### src/rtl/sysreg_pkg.sv
// Shared types for the system register bank: byte-write policies and slot numbers.
// Assumes 16-bit registers and a 4-bit slot index taken from addr[4:1].
package sysreg_pkg;
    typedef enum logic [1:0] {
        POL_MERGE  = 2'd0,
        POL_SHIFT  = 2'd1,
        POL_IGNORE = 2'd2
    } byte_pol_e;

    localparam int unsigned REG_W  = 16;
    localparam int unsigned SLOT_W = 4;
    localparam int unsigned NSLOT  = 1 << SLOT_W;

    localparam logic [SLOT_W-1:0] S_LOERR  = 4'd0;
    localparam logic [SLOT_W-1:0] S_HIERR  = 4'd1;
    localparam logic [SLOT_W-1:0] S_MEMERR = 4'd2;
    localparam logic [SLOT_W-1:0] S_CCTL   = 4'd3;
    localparam logic [SLOT_W-1:0] S_MAINT  = 4'd4;
    localparam logic [SLOT_W-1:0] S_HITMS  = 4'd5;
    localparam logic [SLOT_W-1:0] S_LOSIZE = 4'd8;
    localparam logic [SLOT_W-1:0] S_HISIZE = 4'd9;
    localparam logic [SLOT_W-1:0] S_SYSID  = 4'd10;
    localparam logic [SLOT_W-1:0] S_CPUERR = 4'd11;
    localparam logic [SLOT_W-1:0] S_UBRK   = 4'd12;
    localparam logic [SLOT_W-1:0] S_IRQ    = 4'd13;
    localparam logic [SLOT_W-1:0] S_STKLIM = 4'd14;

    localparam logic [NSLOT-1:0] READ_MAP  = 16'b0111_1111_0011_1111;
    localparam logic [NSLOT-1:0] WRITE_MAP = 16'b0111_1000_0011_1100;
endpackage

### src/rtl/sysreg_lane.sv
// Forms the next value of one register from a bus write under a fixed byte policy.
// Assumes byte data arrives on wdata[7:0]; purely combinational.
module sysreg_lane
    import sysreg_pkg::*;
#(
    parameter byte_pol_e POLICY = POL_MERGE,
    parameter int unsigned W    = REG_W
) (
    input  logic [W-1:0] cur,
    input  logic [W-1:0] wdata,
    input  logic         byte_acc,
    input  logic         odd,
    output logic [W-1:0] nxt
);
    localparam int unsigned HB = W / 2;

    generate
        if (POLICY == POL_MERGE) begin : g_merge
            // Replace only the addressed byte.
            always_comb begin
                if (!byte_acc)  nxt = wdata;
                else if (odd)   nxt = {wdata[HB-1:0], cur[HB-1:0]};
                else            nxt = {cur[W-1:HB], wdata[HB-1:0]};
            end
        end else if (POLICY == POL_SHIFT) begin : g_shift
            // Odd byte lands in the upper half, other half zero.
            always_comb begin
                if (!byte_acc)  nxt = wdata;
                else if (odd)   nxt = {wdata[HB-1:0], {HB{1'b0}}};
                else            nxt = {{HB{1'b0}}, wdata[HB-1:0]};
            end
        end else begin : g_ignore
            // Odd byte dropped, even byte zero-extended.
            always_comb begin
                if (!byte_acc)  nxt = wdata;
                else if (odd)   nxt = cur;
                else            nxt = {{HB{1'b0}}, wdata[HB-1:0]};
            end
        end
    endgenerate
endmodule

### src/rtl/sysreg_decode.sv
// Decodes a bus request into per-slot write strobes and the non-existent-memory flag.
// Assumes the read and write maps from the package; combinational.
module sysreg_decode
    import sysreg_pkg::*;
(
    input  logic              req,
    input  logic              wr,
    input  logic [SLOT_W-1:0] slot,
    output logic [NSLOT-1:0]  wstb,
    output logic              nxm
);
    // Slot present for this direction of access.
    logic present;
    always_comb present = wr ? WRITE_MAP[slot] : READ_MAP[slot];

    // Error response for any request that finds nothing.
    always_comb nxm = req && !present;

    genvar i;
    generate
        for (i = 0; i < NSLOT; i++) begin : g_stb
            if (WRITE_MAP[i]) begin : g_on
                // Strobe only for an accepted write to this slot.
                assign wstb[i] = req && wr && (slot == SLOT_W'(i));
            end else begin : g_off
                assign wstb[i] = 1'b0;
            end
        end
    endgenerate
endmodule

### src/rtl/sysreg_bank.sv
// System control register bank: sixteen slots, byte-lane write policies,
// error registers with set inputs and bus clears, fixed size and ID slots.
// Assumes a synchronous active-low reset and same-cycle read data.
module sysreg_bank
    import sysreg_pkg::*;
#(
    parameter int unsigned  MEM_BYTES = 262144,
    parameter logic [15:0]  SYS_ID    = 16'h1234,
    parameter logic [15:0]  STK_MASK  = 16'hFF00
) (
    input  logic        clk,
    input  logic        rst_n,
    input  logic        req,
    input  logic        wr,
    input  logic        byte_acc,
    input  logic [4:0]  addr,
    input  logic [15:0] wdata,
    output logic [15:0] rdata,
    output logic        nxm,
    input  logic [15:0] mem_err_set,
    input  logic [15:0] cpu_err_set,
    input  logic        hm_load,
    input  logic [15:0] hm_value,
    output logic [15:0] ccr_out,
    output logic [15:0] pirq_out,
    output logic [15:0] stklim_out
);
    localparam logic [15:0] SIZE_VAL = 16'((MEM_BYTES >> 6) - 1);

    logic [SLOT_W-1:0] slot;
    logic              odd;
    logic [NSLOT-1:0]  wstb;
    assign slot = addr[4:1];
    assign odd  = addr[0];

    logic [15:0] memerr_q, ccr_q, hm_q, cpuerr_q, ubrk_q, pirq_q, stk_q;
    logic [15:0] memclr_n, ccr_n, ubrk_n, pirq_n, stk_n;

    sysreg_decode u_dec (
        .req  (req),
        .wr   (wr),
        .slot (slot),
        .wstb (wstb),
        .nxm  (nxm)
    );

    sysreg_lane #(.POLICY(POL_SHIFT))  u_memerr (.cur(memerr_q), .wdata(wdata), .byte_acc(byte_acc), .odd(odd), .nxt(memclr_n));
    sysreg_lane #(.POLICY(POL_MERGE))  u_ccr    (.cur(ccr_q),    .wdata(wdata), .byte_acc(byte_acc), .odd(odd), .nxt(ccr_n));
    sysreg_lane #(.POLICY(POL_IGNORE)) u_ubrk   (.cur(ubrk_q),   .wdata(wdata), .byte_acc(byte_acc), .odd(odd), .nxt(ubrk_n));
    sysreg_lane #(.POLICY(POL_SHIFT))  u_pirq   (.cur(pirq_q),   .wdata(wdata), .byte_acc(byte_acc), .odd(odd), .nxt(pirq_n));
    sysreg_lane #(.POLICY(POL_SHIFT))  u_stk    (.cur(stk_q),    .wdata(wdata), .byte_acc(byte_acc), .odd(odd), .nxt(stk_n));

    // Memory error: clear written ones, then set new status bits.
    always_ff @(posedge clk) begin
        if (!rst_n)               memerr_q <= '0;
        else if (wstb[S_MEMERR])  memerr_q <= (memerr_q & ~memclr_n) | mem_err_set;
        else                      memerr_q <= memerr_q | mem_err_set;
    end

    // CPU error: any write clears, set bits of the same cycle survive.
    always_ff @(posedge clk) begin
        if (!rst_n)               cpuerr_q <= '0;
        else if (wstb[S_CPUERR])  cpuerr_q <= cpu_err_set;
        else                      cpuerr_q <= cpuerr_q | cpu_err_set;
    end

    // Hit/miss: loaded from the cache side only.
    always_ff @(posedge clk) begin
        if (!rst_n)        hm_q <= '0;
        else if (hm_load)  hm_q <= hm_value;
    end

    // Bus-written control registers.
    always_ff @(posedge clk) begin
        if (!rst_n) begin
            ccr_q  <= '0;
            ubrk_q <= '0;
            pirq_q <= '0;
            stk_q  <= '0;
        end else begin
            if (wstb[S_CCTL])   ccr_q  <= ccr_n;
            if (wstb[S_UBRK])   ubrk_q <= ubrk_n;
            if (wstb[S_IRQ])    pirq_q <= pirq_n;
            if (wstb[S_STKLIM]) stk_q  <= stk_n & STK_MASK;
        end
    end

    // Read multiplexer; absent slots and write cycles read zero.
    always_comb begin
        rdata = '0;
        if (req && !wr) begin
            case (slot)
                S_MEMERR: rdata = memerr_q;
                S_CCTL:   rdata = ccr_q;
                S_HITMS:  rdata = hm_q;
                S_LOSIZE: rdata = SIZE_VAL;
                S_SYSID:  rdata = SYS_ID;
                S_CPUERR: rdata = cpuerr_q;
                S_UBRK:   rdata = ubrk_q;
                S_IRQ:    rdata = pirq_q;
                S_STKLIM: rdata = stk_q;
                default:  rdata = '0;
            endcase
        end
    end

    assign ccr_out    = ccr_q;
    assign pirq_out   = pirq_q;
    assign stklim_out = stk_q;

    // ---------------- assertions ----------------
    p_idle_no_err_r11: assert property (@(posedge clk) disable iff (!rst_n)
        !req |-> !nxm);

    p_hole_err_r1: assert property (@(posedge clk) disable iff (!rst_n)
        (req && (slot == 4'd6 || slot == 4'd7 || slot == 4'd15)) |-> (nxm && rdata == 16'h0));

    p_ro_write_err_r2: assert property (@(posedge clk) disable iff (!rst_n)
        (req && wr && (slot == S_SYSID || slot == S_LOSIZE || slot == S_LOERR)) |-> nxm);

    p_ignore_odd_r5: assert property (@(posedge clk) disable iff (!rst_n)
        (req && wr && byte_acc && odd && slot == S_UBRK) |=> $stable(ubrk_q));

    p_w1c_no_rise_r6: assert property (@(posedge clk) disable iff (!rst_n)
        (req && wr && slot == S_MEMERR && mem_err_set == 16'h0) |=> ((memerr_q & ~$past(memerr_q)) == 16'h0));

    p_cpuerr_clear_r7: assert property (@(posedge clk) disable iff (!rst_n)
        (req && wr && slot == S_CPUERR && cpu_err_set == 16'h0) |=> (cpuerr_q == 16'h0));

    p_stk_low_zero_r9: assert property (@(posedge clk) disable iff (!rst_n)
        stklim_out[7:0] == 8'h00);
endmodule

### config.mk
export PLATFORM = sky130hd
export DESIGN_NAME = sysreg_bank
export DESIGN_NICKNAME = d
export VERILOG_FILES = /design/src/rtl/sysreg_pkg.sv /design/src/rtl/sysreg_lane.sv /design/src/rtl/sysreg_decode.sv /design/src/rtl/sysreg_bank.sv
export SDC_FILE = /design/constraint.sdc
export NUM_CORES = 1
export LEC_CHECK = 0
export BUFFER_PORTS_ARGS = -buffer_cell sky130_fd_sc_hd__buf_4
export CAP_MARGIN = 20
export CORE_MARGIN = 3
export CORE_UTILIZATION = 53
export DETAILED_ROUTE_END_ITERATION = 6
export PLACE_DENSITY_LB_ADDON = 0.05
export SLEW_MARGIN = 20
export SYNTH_ARGS = -nofsm -noshare
export SYNTH_HDL_FRONTEND = slang
export SYNTH_SLANG_ARGS = --single-unit
### constraint.sdc
create_clock -name clk -period 2.9 [get_ports clk]
set_clock_uncertainty 0.1 [all_clocks]
set_input_delay 0.725 -clock clk [delete_from_list [all_inputs] [get_ports clk]]
set_output_delay 0.725 -clock clk [all_outputs]
set_load 0.02 [all_outputs]
* Yosys cells after proc, flatten, opt, wreduce, memory -nomap -nowiden
Memories as Yosys holds them, arrays and structs flattened. Cells that the tools add are included.
Cells by class: reductions and logical operators 14, bitwise gates (word level) 5, multiplexer cells 13, magnitude comparators 1, equality and inequality tests 11
Operator list (count):
- 16-bit 2-to-1 mux | 9
- 16-bit one-hot mux with 9 select lines | 1
- 16-bit bitwise OR | 3
- 4-bit == test (second input constant) | 6
- 16-bit AND | 1
- 16-bit inverter | 1
- 1-bit logical AND | 9
- 4-bit by 2-bit == test with 1-bit output (second input constant) | 2
- 2-bit AND reduction | 3
- 4-bit by 5-bit < comparator with 1-bit output (second input constant) | 1
- 4-bit by 3-bit == test with 1-bit output (second input constant) | 1
- 1-bit 2-to-1 mux | 3
- 1-bit logical NOT | 2
- 2-bit by 1-bit != test with 1-bit output (second input constant) | 1
- 2-bit != test (second input constant) | 1
Storage, ports and cells: bits in read-only memories 32, memories 2, register bits after elaboration 104
Memories:
- (no name shown) | depth 16, width 1, read ports 1, clocked after memory_dff 0, wr ports 0, RTL line sysreg_decode.sv:14 | always_comb present = wr ? WRITE_MAP[slot] : READ_MAP[slot];
- (no name shown) | depth 16, width 1, read ports 1, clocked after memory_dff 0, wr ports 0, RTL line sysreg_decode.sv:14

* Depth between registers and ports, before layout
Gate-level depths: netlist of the first run.
depth in word-level cells 6, depth in mapped cells 7

* Modules after synthesis
Synthesis of the first run repeated with hierarchy kept, for this count alone.
Unflattened totals: cells, all modules 696, area total of the unflattened synthesis 6258.5 µm²
Modules (own cells, without submodules):
- sysreg_bank | area an instance 5017.3 µm², instances 1, cells an instance 532, sequential area each 2082.0 µm²
- sysreg_lane at u_memerr ... | area an instance 157.7 µm², instances 3, cells an instance 24, sequential area each 0.0 µm²
- sysreg_lane at u_ccr | area an instance 316.6 µm², instances 1, cells an instance 36, sequential area each 0.0 µm²
- sysreg_lane at u_ubrk | area an instance 236.5 µm², instances 1, cells an instance 24, sequential area each 0.0 µm²
- sysreg_decode | area an instance 215.2 µm², instances 1, cells an instance 32, sequential area each 0.0 µm²

* Worst setup path after synthesis of the first run
OpenSTA, ideal clock, no wires.
path type input to output, from input port addr[3], to output port rdata[12], stages on the path 7, path buffers 3, setup slack 0.096 ns, arrival time 1.979 ns, cell sequence clkbuf_2 -> nor2b_1 -> buf_2 -> nor2b_1 -> buf_2 -> a22oi_1 -> a31oi_1
Between the ends: longest elaborated chain between the ends 3, elaborated cells between the ends (all ways) 11, those cells by class 9 x eq/ne; 2 x mux
Ends and longest elaborated chain:
- start: declaration | RTL line sysreg_bank.sv:16 | input logic [4:0] addr,
- 4-bit == test, or another cell as far along | RTL line sysreg_bank.sv:92 | case (slot)
- 16-bit one-hot mux with 9 select lines (*) | RTL line sysreg_bank.sv:92
- 16-bit 2-to-1 mux (*) | RTL line sysreg_bank.sv:91 | if (req && !wr) begin
- end: declaration | RTL line sysreg_bank.sv:18 | output logic [15:0] rdata,
Every way passes the cells marked *; elsewhere a longest branch is shown, timed or not.

* Worst setup path in the final report of the first run
from input port addr[3], to output port rdata[8]
Same word-level chain as after synthesis.

==> reports/metrics.json, run 1 <==
{
  "status": "completed",
  "critical_path.top_delay_family": "buffers and inverters",
  "clock.fmax_mhz": 351,
  "holdCritStartpoint": "pirq_out[7]",
  "pwr_density_cell_nw_per_um2": 423,
  "switching_share": 0.286,
  "syn_area_per_cell_um2": 9.36,
  "number_of_synthesis_warnings": 0,
  "port-buffer-count": 131,
  "tritoncts": "built",
  "grt.total_usage": 0.276,
  "grt_pass1_wl_um": 24600,
  "relative_slew_margins": 0.407,
  "yosysTopAreaCellShare": 0.394,
  "cpMaxStageDelayCell": "sky130_fd_sc_hd__a21oi_1",
  "setup_slack_ps": 51.7,
  "synth-edff-count": 0,
  "clk_latency_ps": 370,
  "yosys_most_used_dff": "sky130_fd_sc_hd__dfxtp_1",
  "count_of_final_max_slew_check_failures": 0,
  "synth_compound_area_frac": 0.225,
  "arrival_ps": 2020,
  "regToRegStartpoint": "memerr_q[2]",
  "critPathMaxStageDelay_ps": 230,
  "crit_path_capture_type": "primary output",
  "power_frac_seq": 0.532,
  "gpl.final_weighted_congestion": 0.919,
  "synth-xor-area-share": 0,
  "gr-total-overflow": 0,
  "instances_no_fill": 827,
  "netSwitchingPower_mw": 0.813,
  "synth_top_family_by_area": "compound AO/OA/AOI/OAI gates",
  "internal-power_mw": 2.03,
  "num-nets-final": 769,
  "floorplan.initialDensity": 0.558,
  "cts.hold.buffers_added": 0,
  "dp_worst_setup_slack_ps": -242,
  "min-delay-path-class": "reg2reg",
  "clk_transition_reported_paths_ps": 100,
  "worst-endpoint-required_ps": 2080,
  "numPlacedInstances": 809,
  "category_of_the_most_critical_setup_path": "in2out",
  "synth_simple_gate_area_frac": 0.206,
  "synthCells": 564,
  "layout-drive-gt1-share": 0.314,
  "grt_pass1_vias": 4759,
  "cts-root-buf": "sky130_fd_sc_hd__clkbuf_8",
  "most_frequent_cell_after_synthesis": "sky130_fd_sc_hd__dfxtp_1",
  "grt_antenna_before_repair": 0,
  "clock_power_share": 0.314,
  "synthDominantAreaCellType": "sky130_fd_sc_hd__dfxtp_1",
  "die-height_um": 106,
  "drt-total-wl_um": 15600,
  "setup_viol": 0,
  "grt_start_max_net_pins": 105,
  "io_pins": 140,
  "post_synth_fa_ha_maj_area_fraction": 0.00237,
  "asyncSetResetFlopFracSynth": 0,
  "crit_top_cell": "sky130_fd_sc_hd__buf_4",
  "cts_max_level": 3,
  "wl_per_cell_um": 18.8,
  "cp_num_buf_inv": 4,
  "placeable_area_um2": 9460,
  "viasPerCell": 5.83,
  "die_w_um": 106,
  "critical_path.cell_chain": "buf_8 > buf_6 > buf_4 > nand3b_1 > a21oi_1 > a221oi_2 > a31oi_1 > buf_4",
  "worst_setup_path_startpoint": "addr[3]",
  "ys_top_cells_by_count": "104 x sky130_fd_sc_hd__dfxtp_1, 72 x sky130_fd_sc_hd__nor2b_1, 44 x sky130_fd_sc_hd__nand2_1, 40 x sky130_fd_sc_hd__mux2i_1, 39 x sky130_fd_sc_hd__a21oi_1",
  "tritoncts.num_buffers": 9,
  "synth_top_cells_by_area": "sky130_fd_sc_hd__dfxtp_1 39%, sky130_fd_sc_hd__nor2b_1 8.5%, sky130_fd_sc_hd__mux2i_1 7.6%",
  "period_share": 0.982,
  "rows": 35,
  "power_frac_comb": 0.153,
  "leakage_nw": 3.19,
  "drcViolationCount": 0,
  "grt_setup_unrepaired": "false",
  "min_period_ps": 2850,
  "drv.max_cap_violation_count": 0,
  "peakVddDrop_uv": 256,
  "tightest_slew_ps": 890,
  "synthesis_stage_register_bit_count": 104,
  "yosysSeqAreaShare": 0.394,
  "via_count": 4823,
  "total_count_of_hold_check_failures_in_the_final_report": 0,
  "clock-sinks": 104,
  "area_growth_syn_to_layout_pct": 27.2,
  "ant_nets": 0,
  "syn_area_um2": 5280,
  "clk_path_buf_depth": 2,
  "die_area_um2": 11200,
  "crit_fanout": 7,
  "synthMuxAreaShare": 0.110,
  "post-dp-hpwl_um": 11500,
  "antenna_cells_inserted": 0,
  "timing.critical_path.from_type": "input pin",
  "yosys.cell_types.count": 49,
  "router_iterations_before_antenna_repair": 5,
  "detailedRoute.firstIterationViolations": 301
}
## stage by stage
| stage | area, um2 | util | setup TNS (ps) | power (mW) | hold slack (ps) |
|---|---|---|---|---|---|
| floorplan | 5310 | - | 0 | 1.78 | 364 |
| global placement | 6420 | 0.679 | -476 | 1.95 | 375 |
| detailed placement | 6420 | 0.679 | -1350 | 1.97 | 372 |
| CTS | 6640 | 0.701 | 0 | 2.84 | 385 |
| global route | 6720 | 0.710 | 0 | 2.96 | 409 |
| finish | 6720 | 0.710 | 0 | 2.84 | 398 |
## layout make-up
class / instances / area [um2]
timing repair buffer: 168 / 1310
sequential: 104 / 2080
multi-input combinational: 406 / 2960
clock inverter: 7 / 61.3
inverter: 4 / 15.0
fill: 784 / 2740
tap: 129 / 161
clock buffer: 9 / 124
## layout by cell type, fill, tap and decap left out, types with 6 or more instances in the layout
cell type                  synthesis  routed
sky130_fd_sc_hd__a21boi_0         15      15
sky130_fd_sc_hd__o21ai_0           8       8
sky130_fd_sc_hd__a31oi_1           6       6
sky130_fd_sc_hd__clkbuf_8          0       9
sky130_fd_sc_hd__nand3_1          21      21
sky130_fd_sc_hd__nand3b_1          9       9
sky130_fd_sc_hd__nor2b_1          72      69
sky130_fd_sc_hd__dfxtp_1         104     104
sky130_fd_sc_hd__nand2_1          44      44
sky130_fd_sc_hd__and2_1            7       6
sky130_fd_sc_hd__o21a_1           25      25
sky130_fd_sc_hd__a22oi_1           8       7
sky130_fd_sc_hd__conb_1            1       8
sky130_fd_sc_hd__mux2i_1          40      40
sky130_fd_sc_hd__mux2_2           16      16
sky130_fd_sc_hd__buf_4            14     162
sky130_fd_sc_hd__o211a_1          24      24
sky130_fd_sc_hd__a22o_1            9       9
sky130_fd_sc_hd__a21oi_1          39      38
## sequential cells by signal, summed over array words and instances, names as in the netlist
register / cells
cpuerr_q: 16
hm_q: 16
ccr_out: 16
pirq_out: 16
memerr_q: 16
stklim_out: 8
ubrk_q: 16
## metal layers
layer,up-vias,GRT usage,part of all wire
li1,2265,-,-
met3,28,0.0502,0.081
met5,-,0,0
met2,252,0.478,0.49
met1,2278,0.351,0.40
met4,0,0.0786,0.021
## worst register-to-register path: stages, from the launching register on
cell	delay, ps
sky130_fd_sc_hd__dfxtp_1	340
sky130_fd_sc_hd__a21boi_0	120
sky130_fd_sc_hd__o21a_1	180
## cell families after synthesis
logic type	after synthesis
multiplexers	56
AND/OR/NAND/NOR	182
adder cells (fa/ha/maj)	1
buffers and inverters	61
AO/OA/AOI/OAI	159
flip-flops	104
other	1
## path summary, 6_finish.rpt
check	slack [ps]	cells after the start	end
worst max register to register	2070	2	memerr_q[2]
worst min-delay path	400	2	pirq_out[7]
worst max-delay path	50	8	rdata[8]
worst min register to register	400	2	pirq_out[7]
## power groups by stage
stage,Combinational (mW),Clock [mW],Sequential (mW)
final,0.436,0.894,1.51
after global routing,0.469,0.972,1.52
after CTS,0.423,0.908,1.51
after detailed placement,0.419,0,1.55
after global placement,0.410,0,1.54
after floorplan,0.245,0,1.54
## repair_timing
action	4_1_cts	5_1_grt
setup endpoints to repair	11	9
resized for setup	6	16
setup buffers	0	2
pin swaps	0	6
Note: power is estimated with default switching activity, not from simulation.
==> run 2: changes to the inputs <==
- SETUP_SLACK_MARGIN: not set -> 0.3
==> run 2 against run 1 <==
Against the previous run: final cell count increased by 3.7%; die area is the same; utilization rose by 9.4 points; global-route usage increased by 3.7 points; register-to-register slack lost 70 ps; fmax increased by 1.8%; power is 5.6% higher; largest cell class unchanged.
==> reports/metrics.json, run 2 (same netlist as run 1, synthesis figures left out) <==
{
  "status": "completed",
  "area_of_combinational_cells_with_multiple_inputs_um2": 3330,
  "worst_hold_path.endpoint": "pirq_out[7]",
  "drcViolationCount": 0,
  "die_w_um": 106,
  "grt.total_usage": 0.313,
  "die_area_um2": 11200,
  "min_period_ps": 2800,
  "router_iterations_before_antenna_repair": 6,
  "die-height_um": 106,
  "floorplan.initialDensity": 0.558,
  "tritoncts": "built",
  "area_growth_syn_to_layout_pct": 44.1,
  "r2r-end": "memerr_q[2]",
  "layout.cells.most_common": "sky130_fd_sc_hd__buf_4",
  "fin_area_um2": 7610,
  "globalRouteMet2Util": 0.541,
  "critPathMaxStageDelay_ps": 360,
  "timing.critical_path.from_type": "input pin",
  "critical_path.cell_chain": "buf_12 > buf_12 > buf_8 > and4b_2 > a221oi_2 > buf_4 > a21oi_4 > buf_6",
  "total_count_of_hold_check_failures_in_the_final_report": 0,
  "globalRouteMet3Util": 0.0631,
  "worst-path-stages": 8,
  "crit_top_cell": "sky130_fd_sc_hd__buf_12",
  "regToRegStartpoint": "memerr_q[2]",
  "crit_fanout": 9,
  "num-nets-final": 800,
  "detailedRoute.firstIterationViolations": 370,
  "clk_latency_ps": 360,
  "instances_no_fill": 858,
  "final-seq-area_um2": 2080,
  "port-buffer-count": 131,
  "post-dp-hpwl_um": 12400,
  "period_share": 0.964,
  "grt_setup_unrepaired": "true",
  "holdCritStartpoint": "pirq_out[7]",
  "viasPerCell": 5.91,
  "category_of_the_most_critical_setup_path": "in2out",
  "reg2reg_depth": 2,
  "wl_per_cell_um": 21.2,
  "critical_path.top_delay_family": "buffers and inverters",
  "cp_num_buf_inv": 5,
  "via_count": 5074,
  "cts_max_level": 3,
  "numPlacedInstances": 818,
  "tritoncts.num_buffers": 9,
  "cts-root-buf": "sky130_fd_sc_hd__clkbuf_8",
  "rows": 35,
  "setup_tns_ps": 0,
  "peakVddDrop_uv": 341,
  "grt_antenna_before_repair": 0,
  "relative_slew_margins": 0.381,
  "drv.max_cap_violation_count": 0,
  "dpl_cell_area_um2": 6630,
  "grt_pass1_vias": 5110,
  "ant_nets": 0,
  "clk_transition_reported_paths_ps": 100,
  "clock.fmax_mhz": 358,
  "grt_start_max_net_pins": 105,
  "tightest_slew_ps": 928,
  "final_cell_mix": "157 x sky130_fd_sc_hd__buf_4, 104 x sky130_fd_sc_hd__dfxtp_1, 65 x sky130_fd_sc_hd__nor2b_1, 43 x sky130_fd_sc_hd__nand2_1, 40 x sky130_fd_sc_hd__mux2i_1",
  "pwr_density_cell_nw_per_um2": 395,
  "min-delay-path-class": "reg2reg",
  "crit_path_capture_type": "primary output",
  "gpl.final_weighted_congestion": 0.954,
  "met1_usage": 0.374,
  "final_cell_utilization_of_the_core": 0.804,
  "gr-total-overflow": 0,
  "io_pins": 140,
  "num-fill-cells": 620,
  "grt_pass1_wl_um": 27300,
  "antenna_cells_inserted": 0,
  "hold_crit_depth": 2,
  "busiest_layer": "met2",
  "cts.hold.buffers_added": 0,
  "count_of_final_max_slew_check_failures": 0,
  "worst-endpoint-required_ps": 2080,
  "cpMaxStageDelayCell": "sky130_fd_sc_hd__and4b_2",
  "placeable_area_um2": 9460,
  "leakage_nw": 3.49,
  "layout-drive-gt1-share": 0.399,
  "setup_viol": 0,
  "drt-total-wl_um": 18200,
  "ff2ff_setup_slack_ps": 2000,
  "arrival_ps": 1970,
  "clock-sinks": 104,
  "clk_path_buf_depth": 2
}
run 2: area by class of cell:
class | count | area share
clock buffer | 11 | 0.0173
clock inverter | 5 | 0.00839
inverter | 4 | 0.00197
multi-input combinational | 406 | 0.437
sequential | 104 | 0.274
tap | 129 | 0.0212
timing repair buffer | 199 | 0.240
run 2: through the flow:
stage / power, mW / setup WS, ps / hold slack [ps]
2_1_floorplan: 1.80 / 213 / 364
6_report: 3.00 / 103 / 393
3_3_place_gp: 1.98 / -41.2 / 366
3_5_place_dp: 1.99 / -55.5 / 372
5_1_grt: 3.10 / 65.8 / 414
4_1_cts: 2.97 / 152 / 386
run 2: worst max-delay path by stage:
stage                      to     from  slack [ps]
floorplan           rdata[11]  addr[1]         210
global placement     rdata[3]  addr[1]         -40
detailed placement   rdata[2]  addr[1]         -60
CTS                  rdata[1]  addr[1]         150
global route         rdata[1]  addr[2]          70
finish              rdata[15]  addr[2]         100
run 2: power breakdown:
part           switching [mW]  total, mW  internal, mW
Clock                   0.520      0.930         0.410
Combinational           0.266      0.555         0.289
Sequential             0.0386       1.52          1.48
run 2: tightest hold or removal path, cell delays in order, from the launching register on:
cell	delay, ps
sky130_fd_sc_hd__dfxtp_1	340
sky130_fd_sc_hd__nand2_1	60
sky130_fd_sc_hd__a21boi_1	50
run 2: metal layers:
| layer | vias to the layer above | part of all wire |
|---|---|---|
| li1 | 2332 | - |
| met1 | 2437 | 0.40 |
| met2 | 253 | 0.50 |
| met3 | 52 | 0.063 |
| met4 | 0 | 0.032 |
| met5 | - | 0 |
run 2: what timing repair did:
item | in CTS | in global routing
resized for setup | 72 | 42
setup buffers | 10 | 10
setup endpoints to repair | 17 | 17
cloned | 4 | 0
pin swaps | 26 | 24
